--- src/rtl/dpwm_pkg.sv ---
package dpwm_pkg;
    typedef enum logic {SW_SMALL = 1'b0, SW_LARGE = 1'b1} sw_size_t;

    // Duty value from lap index and tap index
    function automatic int unsigned duty_of(input int unsigned lap,
                                            input int unsigned tap,
                                            input int unsigned stages);
        return lap * stages + tap;
    endfunction

    function automatic sw_size_t size_for(input int unsigned duty,
                                          input int unsigned threshold);
        return (duty >= threshold) ? SW_LARGE : SW_SMALL;
    endfunction
endpackage

--- src/rtl/dpwm_shift_line.sv ---
module dpwm_shift_line #(
    parameter int STAGES = 16
) (
    input  logic              clk,
    input  logic              rst,
    input  logic              launch,
    input  logic              recirc_en,
    output logic [STAGES-1:0] line
);
    always_ff @(posedge clk) begin
        if (rst) line[0] <= 1'b0;
        else     line[0] <= launch | (recirc_en & line[STAGES-1]);
    end

    for (genvar i = 1; i < STAGES; i++) begin : g_stage
        always_ff @(posedge clk) begin
            if (rst || launch) line[i] <= 1'b0;
            else               line[i] <= line[i-1];
        end
    end


    line_onehot_chk: assert property (@(posedge clk) disable iff (rst)
        $onehot0(line));
endmodule

--- src/rtl/dpwm_pass_timer.sv ---
module dpwm_pass_timer #(
    parameter int CNT_W = 7
) (
    input  logic             clk,
    input  logic             rst,
    input  logic             start,
    output logic             active,
    output logic [CNT_W-1:0] cnt
);
    localparam logic [CNT_W-1:0] LAST = {CNT_W{1'b1}};

    always_ff @(posedge clk) begin
        if (rst) begin
            active <= 1'b0;
            cnt    <= '0;
        end else if (start) begin
            active <= 1'b1;
            cnt    <= '0;
        end else if (active) begin
            cnt <= cnt + 1'b1;
            if (cnt == LAST) active <= 1'b0;
        end
    end


    cnt_step_chk: assert property (@(posedge clk) disable iff (rst)
        (active && !start && cnt != LAST) |=> (cnt == $past(cnt) + 1'b1));

    period_end_chk: assert property (@(posedge clk) disable iff (rst)
        (active && !start && cnt == LAST) |=> !active);
endmodule

--- src/rtl/dpwm_out_stage.sv ---
module dpwm_out_stage (
    input  logic clk,
    input  logic rst,
    input  logic period_open,
    input  logic hit,
    output logic pwm
);
    always_ff @(posedge clk) begin
        if (rst)              pwm <= 1'b0;
        else if (hit)         pwm <= 1'b0;
        else if (period_open) pwm <= 1'b1;
    end


    drop_on_hit_chk: assert property (@(posedge clk) disable iff (rst)
        hit |=> !pwm);

    reset_low_chk: assert property (@(posedge clk)
        rst |=> !pwm);
endmodule

--- src/rtl/dpwm_recirc.sv ---
module dpwm_recirc #(
    parameter int TAP_W  = 4,
    parameter int PASS_W = 3,
    parameter int BIG_TH = 48
) (
    input  logic              clk,
    input  logic              rst,
    input  logic              start,
    input  logic [TAP_W-1:0]  tap_sel,
    input  logic [PASS_W-1:0] pass_sel,
    output logic              pwm,
    output logic              big_sw
);
    import dpwm_pkg::*;

    localparam int STAGES = 1 << TAP_W;
    localparam int CNT_W  = TAP_W + PASS_W;

    logic [TAP_W-1:0]  tap_q;
    logic [PASS_W-1:0] pass_q;
    logic [STAGES-1:0] line;
    logic [CNT_W-1:0]  cnt;
    logic              active;
    logic              recirc_en;
    logic              hit;
    logic              period_open;
    sw_size_t          sw_q;

    always_ff @(posedge clk) begin
        if (rst) begin
            tap_q  <= '0;
            pass_q <= '0;
            sw_q   <= SW_SMALL;
        end else if (start) begin
            tap_q  <= tap_sel;
            pass_q <= pass_sel;
            sw_q   <= size_for(duty_of(32'(pass_sel), 32'(tap_sel), STAGES), BIG_TH);
        end
    end

    assign big_sw      = (sw_q == SW_LARGE);
    assign recirc_en   = active && (cnt != {CNT_W{1'b1}});
    assign hit         = active && line[tap_q] && (cnt[CNT_W-1:TAP_W] == pass_q);
    assign period_open = active && (cnt == '0);

    dpwm_pass_timer #(.CNT_W(CNT_W)) u_timer (
        .clk(clk), .rst(rst), .start(start), .active(active), .cnt(cnt)
    );

    dpwm_shift_line #(.STAGES(STAGES)) u_line (
        .clk(clk), .rst(rst), .launch(start), .recirc_en(recirc_en), .line(line)
    );

    dpwm_out_stage u_out (
        .clk(clk), .rst(rst), .period_open(period_open), .hit(hit), .pwm(pwm)
    );


    sw_hold_chk: assert property (@(posedge clk) disable iff (rst)
        !start |=> $stable(big_sw));

    zero_duty_chk: assert property (@(posedge clk) disable iff (rst)
        (period_open && tap_q == '0 && pass_q == '0) |=> !pwm);
endmodule

--- config.mk ---
export PLATFORM = sky130hd
export DESIGN_NAME = dpwm_recirc
export DESIGN_NICKNAME = d
export VERILOG_FILES = /design/src/rtl/dpwm_pkg.sv /design/src/rtl/dpwm_shift_line.sv /design/src/rtl/dpwm_pass_timer.sv /design/src/rtl/dpwm_out_stage.sv /design/src/rtl/dpwm_recirc.sv
export SDC_FILE = /design/constraint.sdc
export NUM_CORES = 1
export LEC_CHECK = 0
export BUFFER_PORTS_ARGS = -buffer_cell sky130_fd_sc_hd__clkbuf_2
export CORE_MARGIN = 3
export CORE_UTILIZATION = 51
export DETAILED_ROUTE_END_ITERATION = 6
export PLACE_DENSITY = 0.76
export SYNTH_ARGS = -nofsm -noshare
export SYNTH_HDL_FRONTEND = slang
export SYNTH_SLANG_ARGS = --single-unit
export TNS_END_PERCENT = 20
--- constraint.sdc ---
create_clock -name clk -period 1.55 [get_ports clk]
set_input_delay 0.31 -clock clk [delete_from_list [all_inputs] [get_ports clk]]
set_output_delay 0.31 -clock clk [all_outputs]
set_load 0.01 [all_outputs]
==> results.cfg, run 1 <==
[min_path]
min_from = tap_sel[1]
hold_class = input port to flip-flop

[final_layout]
area_growth_pct = 10.3
final_area_sq_mm = 0.00144
finalNetCount = 153
drive_above_1_share_pct = 20.6
antenna_cells = 0
utilization_pct = 62.2

[logic_synthesis]
synth_top_area_share_pct = 50.6
syn-instance-count = 126
synth_common_cells = 33 x dfxtp_1, 21 x nor2_1, 15 x and2_1
ys_seq_area_share_pct = 50.6
synth_cell_type_count = 30
syn_nets = 138
syn_area_sq_mm = 0.00131
netlist_top_cells_area = dfxtp_1 51%, mux2i_1 7.7%, and2_1 7.2%
ys_seq_elements = 33
synth_flop_cell = dfxtp_1
synth.most_common_cell = dfxtp_1
postSynthAreaPerCell_sq_um = 10.4
synth_edf_count = 0
synth-async-reset-ratio_pct = 0
synth_warnings = 0
synth_top_area_cell = dfxtp_1

[global_route]
global_route.overflow_total = 0
antenna_found_initial = 0
grt_pass1_wl_mm = 3.77
grt_usage_pct = 15.8
grt_max_degree = 16
grt_pass1_vias = 862

[pwr]
ir_drop_v = 0.000858
p_leak_nw = 0.612
pwr_density_cell_mw_per_mm2 = 1020
finalPower_mw = 1.48

[die]
die_y_microns = 56.6
die_w_microns = 56.6
core_area_sq_mm = 0.00232
die_area_sq_mm = 0.00320
ios = 12
rows = 17
initial_core_util_pct = 56.3

[clock_tree]
cts_buffer_depth = 2
path_clk_slew_ps = 90
cts_sinks = 33
clock_latency_ps = 330
cts_made_buffers = 5
cts_tree = done
clockRootBuffer = clkbuf_4
holdBufCountCts = 0
htree_levels = 2

[routing]
wirelength_mm = 2.11
initialDrtViolationCount = 22
ant_nets = 0
dr.pass1.iters = 4
via_count = 881
wire_per_inst_microns = 12.5
vias_per_cell = 5.21
drc = 0

[critical_path]
cp_max_fo = 4
cp_top_family = multiplexers
crit_start = tap_q[0]$_SDFFE_PP0P_
crit_path_frequent_cell = o22ai_1
worst_path_max_delay_cell = mux4_2
crit_required_ps = 1810
r2r-start = tap_q[0]$_SDFFE_PP0P_
crit_arrival_ps = 1680
end_kind = flip-flop
cp-start-kind = flip-flop
crit_type = flip-flop to flip-flop
path_buf_inv = 0
critical_path.cell_chain = mux4_2, o22ai_1, o22ai_1, a211oi_2
max_stage_delay_ps = 490
reg2reg_slack_ps = 130

[timing]
drv_slew = 0
setup_viol = 0
period_share_pct = 91.9
finalHoldViolations = 0
max_slew_margin_pct = 55.7
hold-worst-slack_ps = 220
period_needed_ps = 1420
tightest_slew_ps = 662
finClkSkew_ps = 4.88
finalSetupTns_ps = 0
grt_setup_unrepaired = no
fmax_ghz = 0.702

[placement]
port_buffers = 11
place_area_sq_mm = 0.00139
place_congestion = 0.761
dp_hpwl_mm = 1.56

[run_status]
status = completed

[run]
drv_cap = 0
area by class of cell:
type / instances / area, sq um
fillers: 195 / 877
repair buffers: 14 / 77.6
flip-flops and latches: 33 / 662
clock buffers: 7 / 55.1
well taps: 28 / 35.0
inverters: 4 / 15.0
multi-input cells: 83 / 597
metal layers:
metal	part of all wire [%]	track usage, %
met1	50	20.5
met2	43	22.1
met3	4.8	7.59
met4	1.9	7.12
met5	0	0
flip-flops by register name, indices dropped and copies added, names as in the netlist:
signal and flops:
tap_q 4, u_timer.active 1, u_line.line 16, big_sw 1, pass_q 3, u_out.pwm 1, u_timer.cnt 7
worst min-delay path: stages:
cell	delay, ps
clkbuf_2	80
mux2i_1	50
nor2_1	70
timing repair:
| item | CTS | global route |
|---|---|---|
| setup endpoints to repair | 0 | 1 |
| setup buffers | 0 | 0 |
| gates resized for setup | 0 | 1 |
power by group:
group | internal, mW | switching, mW | total, mW
Clock | 0.214 | 0.260 | 0.473
Combinational | 0.0575 | 0.0570 | 0.115
Sequential | 0.869 | 0.0187 | 0.887
Total | 1.14 | 0.335 | 1.48
metrics by stage:
stage / instances / worst slack (ps)
finish: 169 / 125
global route: 169 / 19.7
CTS: 169 / 70.7
detailed placement: 162 / 86.7
global placement: 162 / 112
floorplan: 126 / 130
final timing paths:
kind	depth (start not counted)	end
max	4	u_out.pwm$_SDFFE_PP0P_
min	3	tap_q[1]$_SDFFE_PP0P_
max reg2reg	4	u_out.pwm$_SDFFE_PP0P_
min reg2reg	1	u_line.line[3]$_SDFF_PP0_
placed cells by master, fill, tap and decap left out, types with 2 or more instances in the layout:
master,synthesis,routed
o22ai_1,2,2
nand4_1,4,4
clkbuf_2,0,11
dfxtp_1,33,32
inv_1,4,4
ha_1,2,2
nand2b_1,2,2
mux4_2,2,2
nor2_1,21,21
mux2_2,2,2
a21oi_1,2,2
buf_4,1,3
and2_1,15,15
clkbuf_4,0,5
xor2_1,8,8
mux2i_1,10,10
logic make-up (layout without fill, tap and decap cells):
logic type	count (synthesis)	count (layout)	synth area share (%)
flops	33	33	50.6
simple gates	47	47	18.5
compound gates	11	11	6.42
mux	14	14	12.8
fa+ha+maj	2	2	1.92
xor+xnor	9	9	6.03
buf+inv	10	25	3.74
(Power assumes the default switching activity.)
==> run 2: changes to the inputs <==
Settings changed: CAP_MARGIN from default to 25, CORE_UTILIZATION 51 to 56, CTS_BUF_LIST from default to sky130_fd_sc_hd__clkbuf_16, PLACE_DENSITY 0.76 to 0.79.
Clock period 1.55 ns to 1.4 ns, I/O delays scaled along.
==> run 2 against run 1 <==
- the flow now finishes with violations (negative setup slack)
- design area up 6.9%
- sequential power is 11% higher
- clock power is 110% higher
- maximum frequency shrank 0.81%
- power grew 42%
- cell count increased by 0.59%
- global-route usage up 5.8 points
- worst setup slack got worse by 160 ps
- sequential share of layout area down 2.8 points
- critical path depth did not move
- worst hold slack better by 34 ps
- die area shrank 8.0%
- largest power group unchanged
- highest routed layer unchanged
==> results.cfg, run 2 (synthesis results as in run 1) <==
[pwr]
p_leak_nw = 0.662
pwr_density_cell_mw_per_mm2 = 1360
ir_drop_v = 0.00117
finalPower_mw = 2.10

[routing]
dr.pass1.iters = 4
vias_per_cell = 5.52
drc = 0
via_count = 938
initialDrtViolationCount = 6
ant_nets = 0
wire_per_inst_microns = 14.5
wirelength_mm = 2.46

[clock_tree]
cts_sinks = 33
clock_latency_ps = 270
htree_levels = 2
path_clk_slew_ps = 50
cts_tree = done
cts_buffer_depth = 2
clockRootBuffer = clkbuf_16
cts_made_buffers = 5
holdBufCountCts = 0
post_cts_buffers = 0

[die]
core_area_sq_mm = 0.00208
die_y_microns = 54.3
die_area_sq_mm = 0.00295
die_w_microns = 54.3
rows = 16
ios = 12
initial_core_util_pct = 62.7

[placement]
dp_cells = 163
port_buffers = 11
place_congestion = 0.800
dp_hpwl_mm = 1.76

[run_status]
status = finished, violations left
violations = negative setup slack

[timing]
finalHoldViolations = 0
fin_ws_ps = -36.5
period_share_pct = 103
max_slew_margin_pct = 53.4
period_needed_ps = 1440
grt_setup_unrepaired = yes
drv_slew = 0
fmax_ghz = 0.696
tightest_slew_ps = 697
finClkSkew_ps = 3.99
setup_viol = 1
finalSetupTns_ps = -36.5

[critical_path]
cp_max_fo = 4
crit_required_ps = 1590
end_kind = flip-flop
crit_type = flip-flop to flip-flop
cp-start-kind = flip-flop
crit_arrival_ps = 1630

[final_layout]
utilization_pct = 74.0
area_growth_pct = 18.0
final_common_cell = dfxtp_1
drive_above_1_share_pct = 21.7
fin_cells = 170
top_regs = u_line.line x16, u_timer.cnt x7, tap_q x4
final_cell_mix = 32 x dfxtp_1, 21 x nor2_1, 15 x and2_1, 11 x clkbuf_2, 10 x mux2i_1
finalNetCount = 155
antenna_cells = 0
fillers = 155
largest_reg_flops = 16
regMostFlops = u_line.line

[global_route]
use_met3_pct = 7.63
grt-busiest-layer = met2
antenna_found_initial = 0
grt_usage_pct = 21.7
grt_max_degree = 16
global_route.overflow_total = 0
grt_pass1_vias = 1002
met2_usage_pct = 33.9
grt_pass1_wl_mm = 4.41
gr-usage-met1_pct = 25.9

[run]
drv_cap = 0

[min_path]
hold_class = input port to flip-flop
run 2: worst max-delay path: stages, from the launching register on:
cell and delay (ps):
dfxtp_4 370, mux4_2 510, o22ai_2 180, o22ai_1 110
a211oi_2 190
run 2: per-stage QoR:
step                worst slack [ps]  hold slack, ps  cell area [sq um]
floorplan                      -2.10             353               1310
CTS                             20.7             252               1540
global placement                22.4             439               1400
finish                         -36.5             254               1540
detailed placement             -22.5             450               1400
global route                   -55.3             272               1540
run 2: per-layer routing:
layer	wire length [microns]	share of wire [%]	vias up
met2	1130	46	28
met1	1150	47	442
li1	-	-	458
met3	118	4.8	10
met5	0	0	-
met4	64	2.6	0
run 2: area by class of cell:
| class | instances | area [sq um] | share of cell area [%] |
|---|---|---|---|
| Sequential cell | 33 | 664 | 43.1 |
| Clock inverter | 2 | 7.51 | 0.487 |
| Multi-Input combinational cell | 83 | 603 | 39.1 |
| Clock buffer | 5 | 125 | 8.12 |
| Inverter | 4 | 15.0 | 0.974 |
| Timing Repair Buffer | 16 | 92.6 | 6.01 |
| Tap cell | 27 | 33.8 | 2.19 |
run 2: final timing paths:
kind,cells after the start,startpoint,slack (ps),to
worst max-delay path,4,tap_q[0]$_SDFFE_PP0P_,-40,u_out.pwm$_SDFFE_PP0P_
worst min-delay path,3,tap_sel[1],250,tap_q[1]$_SDFFE_PP0P_
worst max register to register,4,tap_q[0]$_SDFFE_PP0P_,-40,u_out.pwm$_SDFFE_PP0P_
worst min register to register,1,u_line.line[6]$_SDFF_PP0_,450,u_line.line[7]$_SDFF_PP0_
run 2: power breakdown:
| group | switching (mW) | internal [mW] |
|---|---|---|
| logic | 0.0688 | 0.0689 |
| registers | 0.0230 | 0.965 |
| clock network | 0.342 | 0.632 |
run 2: what timing repair did:
item / 4_1_cts / 5_1_grt
endpoints found under the hold margin: 0 / 0
setup endpoints to repair: 1 / 1
resized for setup: 2 / 0
pin swaps: 2 / 0
==> run 3: changes to the inputs <==
Settings changed: ABC_AREA from default to 1, CORE_UTILIZATION 56 to 60, CTS_BUF_LIST sky130_fd_sc_hd__clkbuf_16 to sky130_fd_sc_hd__clkbuf_4, PLACE_DENSITY 0.79 to 0.83.
==> run 3 against run 2 <==
- largest power group unchanged
- clock-buffer cell count grew 1
- highest routed layer unchanged
- the run now ends clean
- synthesized cell count grew 42%
- non-clock buffer count shrank 4
==> results.cfg, run 3 <==
[run_status]
status = completed

[logic_synthesis]
synth_flop_cell = dfxtp_1
ys_seq_area_share_pct = 49.2
synth.most_common_cell = dfxtp_1
synth_top_area_cell = dfxtp_1
ys_seq_elements = 33
synth_edf_count = 0
postSynthAreaPerCell_sq_um = 7.51
synth_common_cells = 33 x dfxtp_1, 30 x inv_1, 27 x nand2_1
netlist_top_cells_area = dfxtp_1 49%, inv_1 8.4%, nand2_1 7.5%
syn_area_sq_mm = 0.00134
syn-instance-count = 179
synth-async-reset-ratio_pct = 0
synth_warnings = 0
synth_top_area_share_pct = 49.2
synth_cell_type_count = 23
syn_nets = 191

[final_layout]
utilization_pct = 72.2
regMostFlops = u_line.line
final_cell_mix = 33 x dfxtp_1, 30 x inv_1, 27 x nand2_1, 25 x nor2_1, 20 x nand3_1
top_regs = u_line.line x16, u_timer.cnt x7, tap_q x4
antenna_cells = 0
fin_cells = 223
final_area_sq_mm = 0.00147
largest_reg_flops = 16
drive_above_1_share_pct = 14.8
finalNetCount = 207
area_growth_pct = 9.68
final_common_cell = dfxtp_1

[pwr]
p_leak_nw = 0.613
ir_drop_v = 0.000986
pwr_density_cell_mw_per_mm2 = 1110
finalPower_mw = 1.64

[global_route]
grt_usage_pct = 20.2
antenna_found_initial = 0
grt_max_degree = 20
grt_pass1_vias = 1050
global_route.overflow_total = 0
grt_pass1_wl_mm = 4.17

[routing]
ant_nets = 0
wire_per_inst_microns = 11.1
dr.pass1.iters = 4
initialDrtViolationCount = 24
wirelength_mm = 2.48
drc = 0
vias_per_cell = 5.21
via_count = 1162

[timing]
tightest_slew_ps = 385
period_needed_ps = 1210
fmax_ghz = 0.828
grt_setup_unrepaired = no
finalSetupTns_ps = 0
hold-worst-slack_ps = 160
drv_slew = 0
fin_ws_ps = 193
period_share_pct = 86.2
finalHoldViolations = 0
max_slew_margin_pct = 74.3
setup_viol = 0
finClkSkew_ps = 6.59

[clock_tree]
cts_made_buffers = 5
cts_sinks = 33
clock_latency_ps = 320
htree_levels = 2
holdBufCountCts = 0
ctsResizeCount = 0
cts_tree = done
path_clk_slew_ps = 100
cts_buffer_depth = 2
clockRootBuffer = clkbuf_4
post_cts_buffers = 0

[placement]
dp_hpwl_mm = 1.80
port_buffers = 11
place_area_sq_mm = 0.00142
place_congestion = 0.860
place_ws_ps = 226
dp_cells = 215

[die]
die_y_microns = 53.3
die_area_sq_mm = 0.00284
rows = 16
initial_core_util_pct = 65.8
ios = 12
core_area_sq_mm = 0.00204
die_w_microns = 53.3

[critical_path]
cp_top_family = flip-flops
cp_max_fo = 9
worst_path_max_delay_cell = dfxtp_1
crit_arrival_ps = 1420
crit_path_frequent_cell = nand3_1
critical_path.cell_chain = inv_4, nand2_1, nand3_1, nand3_1, nand3_1, nand2_1, a21oi_1
path_buf_inv = 1
crit_type = flip-flop to flip-flop
crit_required_ps = 1610
end_kind = flip-flop
cp-start-kind = flip-flop
max_stage_delay_ps = 540

[min_path]
hold_class = input port to flip-flop

[run]
drv_cap = 0
-- run 3: cell types whose count changed after synthesis, moves of 3 or more --
cell and change:
inv_1 +26, nand2_1 +26, nand3_1 +20, and2_1 -14
o21ai_0 +11, a21oi_1 +10, mux2i_1 -10, xor2_1 -8
nand4_1 -4, nor2_1 +4, nor3_1 +4, clkbuf_1 -3
-- run 3: final timing paths --
| kind | startpoint | endpoint | slack [ps] | cells after the start |
|---|---|---|---|---|
| worst min register to register | u_line.line[3]$_SDFF_PP0_ | u_line.line[4]$_SDFF_PP0_ | 440 | 2 |
| worst max register to register | tap_q[0]$_SDFFE_PP0P_ | u_out.pwm$_SDFFE_PP0P_ | 190 | 7 |
| worst min-delay path | rst | u_timer.active$_SDFF_PP0_ | 160 | 2 |
| worst max-delay path | tap_q[0]$_SDFFE_PP0P_ | u_out.pwm$_SDFFE_PP0P_ | 190 | 7 |
-- run 3: cells by family (layout without fill, tap and decap cells) --
logic type / count (synthesis) / after routing / synth area share (%)
AOI/OAI and AO/OA: 26 / 26 / 10.5
adders and majority gates: 2 / 2 / 1.86
and+or+nand+nor: 83 / 83 / 27.7
buffers and inverters: 35 / 52 / 10.7
DFF: 33 / 33 / 49.2
-- run 3: power by group --
part           internal (mW)  total, mW  switching [mW]
combinational         0.0542      0.139          0.0848
sequential             0.963      0.988          0.0244
clock                  0.210      0.513           0.303
-- run 3: layout make-up --
type	instances	area [sq um]
flip-flops and latches	33	661
clock buffers	6	45.0
fillers	181	568
repair buffers	12	62.6
inverters	32	123
clock inverters	2	10.0
multi-input cells	111	539
well taps	27	33.8
-- run 3: metal layers --
layer	track usage [%]	part of all wire, %	vias up
li1	-	-	598
met1	22.1	43	519
met2	34.5	50	38
met3	8.17	4.8	7
met4	7.66	2.1	0
met5	0	0	-
